===== config.mk =====
export PLATFORM = sky130hd
export DESIGN_NAME = mii_frame_tx
export DESIGN_NICKNAME = d
export VERILOG_FILES = /design/src/rtl/mii_tx_pkg.sv /design/src/rtl/mii_tx_crc_step.sv /design/src/rtl/mii_tx_nib_sel.sv /design/src/rtl/mii_frame_tx.sv
export SDC_FILE = /design/constraint.sdc
export NUM_CORES = 1
export LEC_CHECK = 0
export ABC_CLOCK_PERIOD_IN_PS = 3700
export BUFFER_PORTS_ARGS = -buffer_cell sky130_fd_sc_hd__clkbuf_2
export CORE_MARGIN = 2
export CORE_UTILIZATION = 30
export CTS_BUF_LIST = sky130_fd_sc_hd__clkbuf_2 sky130_fd_sc_hd__clkbuf_4 sky130_fd_sc_hd__clkbuf_8
export DETAILED_ROUTE_END_ITERATION = 12
export GPL_TIMING_DRIVEN = 0
export PLACE_DENSITY = 0.54
export SYNTH_ARGS = -nofsm -noshare
export SYNTH_HDL_FRONTEND = slang
export SYNTH_SLANG_ARGS = --single-unit

===== constraint.sdc =====
create_clock -name clk -period 3.7 [get_ports clk]
set_clock_uncertainty 0.15 [all_clocks]
set_input_delay 0.925 -clock clk [delete_from_list [all_inputs] [get_ports clk]]
set_output_delay 0.925 -clock clk [all_outputs]
set_load 0.005 [all_outputs]

===== src/rtl/mii_tx_pkg.sv =====
package mii_tx_pkg;
    typedef enum logic [2:0] {
        ST_IDLE,
        ST_PRE,
        ST_DATA,
        ST_PAD,
        ST_FCS,
        ST_GAP
    } tx_state_e;

    localparam logic [7:0]  PRE_BYTE  = 8'h55;
    localparam logic [7:0]  SFD_BYTE  = 8'hD5;
    localparam logic [31:0] CRC_POLY  = 32'hEDB88320;
    localparam logic [31:0] CRC_SEED  = 32'hFFFFFFFF;
endpackage


===== src/rtl/mii_tx_crc_step.sv =====
module mii_tx_crc_step #(
    parameter int DW = 8
) (
    input  logic [31:0]   crc_in,
    input  logic [DW-1:0] data,
    output logic [31:0]   crc_out
);
    import mii_tx_pkg::*;

    logic [31:0] chain [0:DW];
    assign chain[0] = crc_in;

    // one reflected shift stage per input bit, LSB first
    for (genvar i = 0; i < DW; i++) begin : g_bit
        logic fb;
        assign fb = chain[i][0] ^ data[i];
        assign chain[i+1] = (chain[i] >> 1) ^ (fb ? CRC_POLY : 32'h0);
    end

    assign crc_out = chain[DW];
endmodule


===== src/rtl/mii_tx_nib_sel.sv =====
module mii_tx_nib_sel #(
    parameter int NW = 4
) (
    input  logic [2*NW-1:0] word_in,
    input  logic            upper,
    output logic [NW-1:0]   nib
);
    assign nib = upper ? word_in[2*NW-1:NW] : word_in[NW-1:0];
endmodule


===== src/rtl/mii_frame_tx.sv =====
module mii_frame_tx #(
    parameter int PRE_LEN  = 7,
    parameter int MIN_BODY = 60,
    parameter int MAX_BODY = 1514,
    parameter int GAP_NIB  = 24,
    parameter int FCS_LEN  = 4
) (
    input  logic       clk,
    input  logic       rst_n,
    input  logic       in_valid,
    input  logic [7:0] in_data,
    input  logic       in_last,
    output logic       in_ready,
    output logic [3:0] txd,
    output logic       tx_en,
    output logic       frame_err
);
    import mii_tx_pkg::*;

    localparam int LEN_W   = $clog2(MAX_BODY + 2);
    localparam int CNT_MAX = (GAP_NIB > PRE_LEN + FCS_LEN) ? GAP_NIB : PRE_LEN + FCS_LEN;
    localparam int CNT_W   = $clog2(CNT_MAX + 1);
    localparam int NIB_MAX = 2 * (PRE_LEN + 1 + MAX_BODY + FCS_LEN);
    localparam int NIB_W   = $clog2(NIB_MAX + 2);

    typedef struct packed {
        tx_state_e        state;
        logic             phase;
        logic [CNT_W-1:0] cnt;
        logic [LEN_W-1:0] len;
        logic [7:0]       cur;
        logic [31:0]      crc;
        logic             last;
        logic             drop;
        logic             err;
    } regs_t;

    regs_t r_d, r_q;

    logic        want_data;
    logic        drain;
    logic [7:0]  step_byte;
    logic [31:0] crc_nx;
    logic [31:0] fcs_shift;

    assign step_byte = (want_data && in_valid) ? in_data : 8'h00;

    mii_tx_crc_step #(.DW(8)) u_crc (
        .crc_in (r_q.crc),
        .data   (step_byte),
        .crc_out(crc_nx)
    );

    mii_tx_nib_sel #(.NW(4)) u_nib (
        .word_in(r_q.cur),
        .upper  (r_q.phase),
        .nib    (txd)
    );

    always_comb begin
        want_data = r_q.phase &&
                    ((r_q.state == ST_PRE && r_q.cnt == CNT_W'(PRE_LEN)) ||
                     (r_q.state == ST_DATA && !r_q.last && r_q.len < LEN_W'(MAX_BODY)));
        drain     = r_q.drop && (r_q.state == ST_GAP || r_q.state == ST_IDLE);
        in_ready  = want_data || drain;
        fcs_shift = ~r_q.crc >> (8 * (int'(r_q.cnt) + 1));

        r_d     = r_q;
        r_d.err = 1'b0;
        if (drain && in_valid && in_last) r_d.drop = 1'b0;

        case (r_q.state)
            ST_IDLE: begin
                if (!r_q.drop && in_valid) begin
                    r_d.state = ST_PRE;
                    r_d.phase = 1'b0;
                    r_d.cnt   = '0;
                    r_d.len   = '0;
                    r_d.last  = 1'b0;
                    r_d.cur   = PRE_BYTE;
                    r_d.crc   = CRC_SEED;
                end
            end
            ST_PRE, ST_DATA, ST_PAD: begin
                r_d.phase = ~r_q.phase;
                if (r_q.phase) begin
                    if (r_q.state == ST_PRE && r_q.cnt != CNT_W'(PRE_LEN)) begin
                        r_d.cnt = r_q.cnt + 1'b1;
                        r_d.cur = (r_q.cnt == CNT_W'(PRE_LEN - 1)) ? SFD_BYTE : PRE_BYTE;
                    end else if (want_data && in_valid) begin
                        r_d.state = ST_DATA;
                        r_d.cur   = in_data;
                        r_d.crc   = crc_nx;
                        r_d.len   = r_q.len + 1'b1;
                        r_d.last  = in_last;
                    end else begin
                        if (r_q.state != ST_PAD && !r_q.last) begin
                            r_d.err  = 1'b1;
                            r_d.drop = !want_data;
                        end
                        if (r_q.len < LEN_W'(MIN_BODY)) begin
                            r_d.state = ST_PAD;
                            r_d.cur   = 8'h00;
                            r_d.crc   = crc_nx;
                            r_d.len   = r_q.len + 1'b1;
                        end else begin
                            r_d.state = ST_FCS;
                            r_d.cnt   = '0;
                            r_d.cur   = ~r_q.crc[7:0];
                        end
                    end
                end
            end
            ST_FCS: begin
                r_d.phase = ~r_q.phase;
                if (r_q.phase) begin
                    if (r_q.cnt == CNT_W'(FCS_LEN - 1)) begin
                        r_d.state = ST_GAP;
                        r_d.cnt   = '0;
                        r_d.cur   = 8'h00;
                    end else begin
                        r_d.cnt = r_q.cnt + 1'b1;
                        r_d.cur = fcs_shift[7:0];
                    end
                end
            end
            ST_GAP: begin
                r_d.phase = 1'b0;
                r_d.cnt   = r_q.cnt + 1'b1;
                if (r_q.cnt == CNT_W'(GAP_NIB - 1)) r_d.state = ST_IDLE;
            end
            default: r_d.state = ST_IDLE;
        endcase
    end

    always_ff @(posedge clk) begin
        if (!rst_n) begin
            r_q       <= '0;
            r_q.state <= ST_IDLE;
        end else begin
            r_q <= r_d;
        end
    end

    assign tx_en     = (r_q.state == ST_PRE) || (r_q.state == ST_DATA) ||
                       (r_q.state == ST_PAD) || (r_q.state == ST_FCS);
    assign frame_err = r_q.err;

    // ---------------- checking logic and assertions ----------------
    logic [CNT_W-1:0] low_q;
    logic             sent_q;
    logic [NIB_W-1:0] nib_q;

    always_ff @(posedge clk) begin
        if (!rst_n) begin
            low_q  <= '0;
            sent_q <= 1'b0;
            nib_q  <= '0;
        end else begin
            if (tx_en) begin
                low_q  <= '0;
                nib_q  <= nib_q + 1'b1;
                sent_q <= 1'b1;
            end else begin
                nib_q <= '0;
                if (low_q != CNT_W'(GAP_NIB)) low_q <= low_q + 1'b1;
            end
        end
    end

    assert_pre_nibble_R2: assert property (@(posedge clk) disable iff (!rst_n)
        (r_q.state == ST_PRE && !(r_q.cnt == CNT_W'(PRE_LEN) && r_q.phase)) |-> txd == 4'h5);

    assert_en_ends_in_fcs_R6: assert property (@(posedge clk) disable iff (!rst_n)
        $fell(tx_en) |-> $past(r_q.state) == ST_FCS);

    assert_gap_R7: assert property (@(posedge clk) disable iff (!rst_n)
        ($rose(tx_en) && sent_q) |-> low_q == CNT_W'(GAP_NIB));

    assert_frame_len_R8: assert property (@(posedge clk) disable iff (!rst_n)
        tx_en |-> nib_q < NIB_W'(NIB_MAX));

    assert_err_into_fcs_R8: assert property (@(posedge clk) disable iff (!rst_n)
        frame_err |-> (r_q.state == ST_FCS || r_q.state == ST_PAD));

    assert_ready_gated_R9: assert property (@(posedge clk) disable iff (!rst_n)
        (in_ready && !r_q.drop) |-> tx_en);
endmodule


==> flow_metrics.tcl <==
set metrics [dict create \
    status "completed" \
    hp-class "register to register" \
    cts_setup_buffers 0 \
    clock_sinks 63 \
    finalSetupViolations 0 \
    vias 4850 \
    netSwitchingFraction 0.396 \
    grt_antenna_before_repair 0 \
    wl_per_cell_um 19.8 \
    ir_drop_mv 0.127 \
    report.final.slew_viol_count 0 \
    cts_root_buffer "clkbuf_8" \
    slowest_stage "or3b_1" \
    crit_path_max_incr_delay_ps 420 \
    via_per_inst 5.61 \
    drive_gt1_frac 0.139 \
    ys_seq_area_frac 0.255 \
    rows 46 \
    die_height_um 132 \
    finalHoldViolations 0 \
    yosys_warnings 0 \
    syn-num-nets 637 \
    grt_start_max_net_pins 12 \
    path_buf_inv 1 \
    cts_buffer_depth 2 \
    async_flop_share 0 \
    power_density_nw_per_um2 431 \
    cts_tree "built" \
    post-route-period-util 0.934 \
    p_seq_frac 0.332 \
    die_w_um 132 \
    netlist_area_um2 4950 \
    worst_slew_margin_rel 0.384 \
    ioPinCount 19 \
    clockPowerShare 0.246 \
    synth_cell_type_count 70 \
    nNetsFinal 659 \
    dieArea_um2 17600 \
    total_power_w 0.00236 \
    gp_congestion 0.965 \
    initial_core_util 0.310 \
    insertion_delay_ps 380 \
    max_freq_mhz 289 \
    overflow 0 \
    path_cells "ha_2 -> or3b_1 -> or2_2 -> o21ai_0 -> a22oi_1 -> o22ai_1 -> clkbuf_2" \
    critPathLaunchType "register" \
    n_antenna_cell 0 \
    min_period_ps 3450 \
    cap_violations 0 \
    switchingPower_w 0.000935 \
    grt_pass1_vias 4622 \
    port_buffers 11 \
    drcViolationCount 0 \
    cts_buffers 9 \
    detailedRoute.firstIterationViolations 500 \
    drt_first_pass_iters 5 \
    worstPathRequired_ps 2620 \
    post-route-util 0.342 \
    ctsHtreeMaxLevel 3 \
    crit_family "simple AND/OR/NAND/NOR gates" \
    p_comb_frac 0.421 \
    ant_nets 0 \
    syn2layout_area_growth_pct 10.5 \
    crit_arrival_ps 2380 \
    end_kind "output pin" \
    setup_tns_ps 0 \
    tightest_slew_ps 918 \
    ys_ff_latch 63 \
    dp_hpwl_um 12400 \
    p_leak_nw 1.97 \
    clkSlewWorstSetupHoldPaths_ps 80 \
    synth_top_flop_cell "dfxtp_1" \
    drt-total-wl_um 17100 \
    netlist_instances 622 \
    grt_pass1_wl_um 26500 \
    num-fill-cells 1715 \
    rsz0062_at_grt "false" \
    track_usage 0.195 \
    worstPathMaxFanout 8 \
    avgSynthCellArea_um2 7.96 \
    synth-edff-count 0 \
    critPathKind "register to output pin" \
    p_int_w 0.00142 \
    core_area_um2 16000 \
]
-- flip-flops by register name, indices dropped and copies added (netlist names) --
register,count
frame_err,1
r_q,62
-- metal layers --
layer | vias to the layer above | global-route usage | routed length, um
li1 | 2271 | - | -
met1 | 2314 | 0.260 | 7580
met2 | 222 | 0.305 | 7770
met3 | 43 | 0.0322 | 1290
met4 | 0 | 0.0974 | 503
met5 | - | 0 | 0
-- placed cells by master, fill, tap and decap left out, types with 4 or more instances in the layout --
| cell | n |
|---|---|
| xnor2_1 | 79 |
| o21ai_0 | 79 |
| dfxtp_1 | 63 |
| nor2_1 | 51 |
| a21oi_1 | 41 |
| xor2_1 | 31 |
| nand3_1 | 29 |
| nand2_1 | 24 |
| buf_2 | 22 |
| clkbuf_1 | 19 |
| a221oi_1 | 17 |
| o22ai_1 | 14 |
| mux2_2 | 13 |
| clkbuf_2 | 13 |
| clkbuf_8 | 11 |
| nor3_1 | 9 |
| inv_1 | 8 |
| nor2b_1 | 7 |
| o21a_1 | 6 |
| and3_1 | 6 |
| nand4_1 | 6 |
| a31oi_1 | 5 |
| buf_4 | 4 |
| and2_1 | 4 |
| or2_2 | 4 |
| nand2b_1 | 4 |
| a21boi_0 | 4 |
-- path summary, 6_finish.rpt --
kind / depth (start not counted) / to / start / slack [ps]
worst max-delay path: 7 / in_ready / r_q[54]$_SDFFE_PN0P_ / 250
worst min-delay path: 2 / r_q[36]$_SDFFE_PN0P_ / r_q[36]$_SDFFE_PN0P_ / 330
worst max register to register: 8 / r_q[27]$_SDFFE_PN0P_ / r_q[54]$_SDFFE_PN0P_ / 640
worst min register to register: 2 / r_q[36]$_SDFFE_PN0P_ / r_q[36]$_SDFFE_PN0P_ / 330
-- synth_stat cells (all sizes together) (7+ instances only) --
library cell,count,area [um2]
o22ai,14,87.6
clkbuf,21,81.3
buf,31,174
a21oi,41,205
a221oi,17,149
xor2,32,288
dfxtp,63,1260
nor2b,7,43.8
nor2,51,191
inv,8,30.0
xnor2,82,752
o21ai,81,405
nor3,11,65.1
mux2,13,146
nand3,29,145
nand2,24,90.1
-- power groups by stage --
stage                     registers [W]  logic, W  clock network, W
after detailed placement       0.000798  0.000974                 0
final                          0.000784  0.000994          0.000581
after global routing           0.000789   0.00108          0.000624
after global placement         0.000797  0.000959                 0
after floorplan                0.000777  0.000780                 0
after CTS                      0.000782  0.000980          0.000594
-- worst min-delay path, stage by stage (launching register included) --
cell and delay (ps):
dfxtp_1 310, nand2_1 50, o22ai_1 70
-- cell type report --
class	instances	area, um2	area share
clock inverters	5	32.5	0.00595
clock buffers	11	151	0.0277
flip-flops and latches	63	1260	0.231
plain buffers	52	255	0.0467
inverters	8	30.0	0.00549
well taps	216	270	0.0494
multi-input cells	499	3410	0.624
repair buffers	11	55.1	0.0101
-- logic make-up after synthesis --
logic type	Yosys count	share of synthesized area
AO/OA/AOI/OAI	203	0.260
XOR/XNOR	117	0.224
adder cells (fa/ha/maj)	3	0.00758
buffers and inverters	60	0.0576
flip-flops	63	0.255
multiplexers	14	0.0316
AND/OR/NAND/NOR	162	0.165
-- repair_timing --
item,in CTS,in global routing
endpoints found under the setup margin,0,1
hold buffers,0,0
resized for setup,0,1
-- through the flow --
step / cells / setup WS, ps / instance area (um2) / hold slack (ps)
finish: 865 / 246 / 5470 / 329
global route: 865 / 41.1 / 5470 / 360
CTS: 865 / 191 / 5460 / 335
detailed placement: 849 / 387 / 5280 / 324
global placement: 849 / 384 / 5280 / 308
floorplan: 622 / 974 / 4950 / 294
Note: power is estimated with default switching activity, not from simulation.
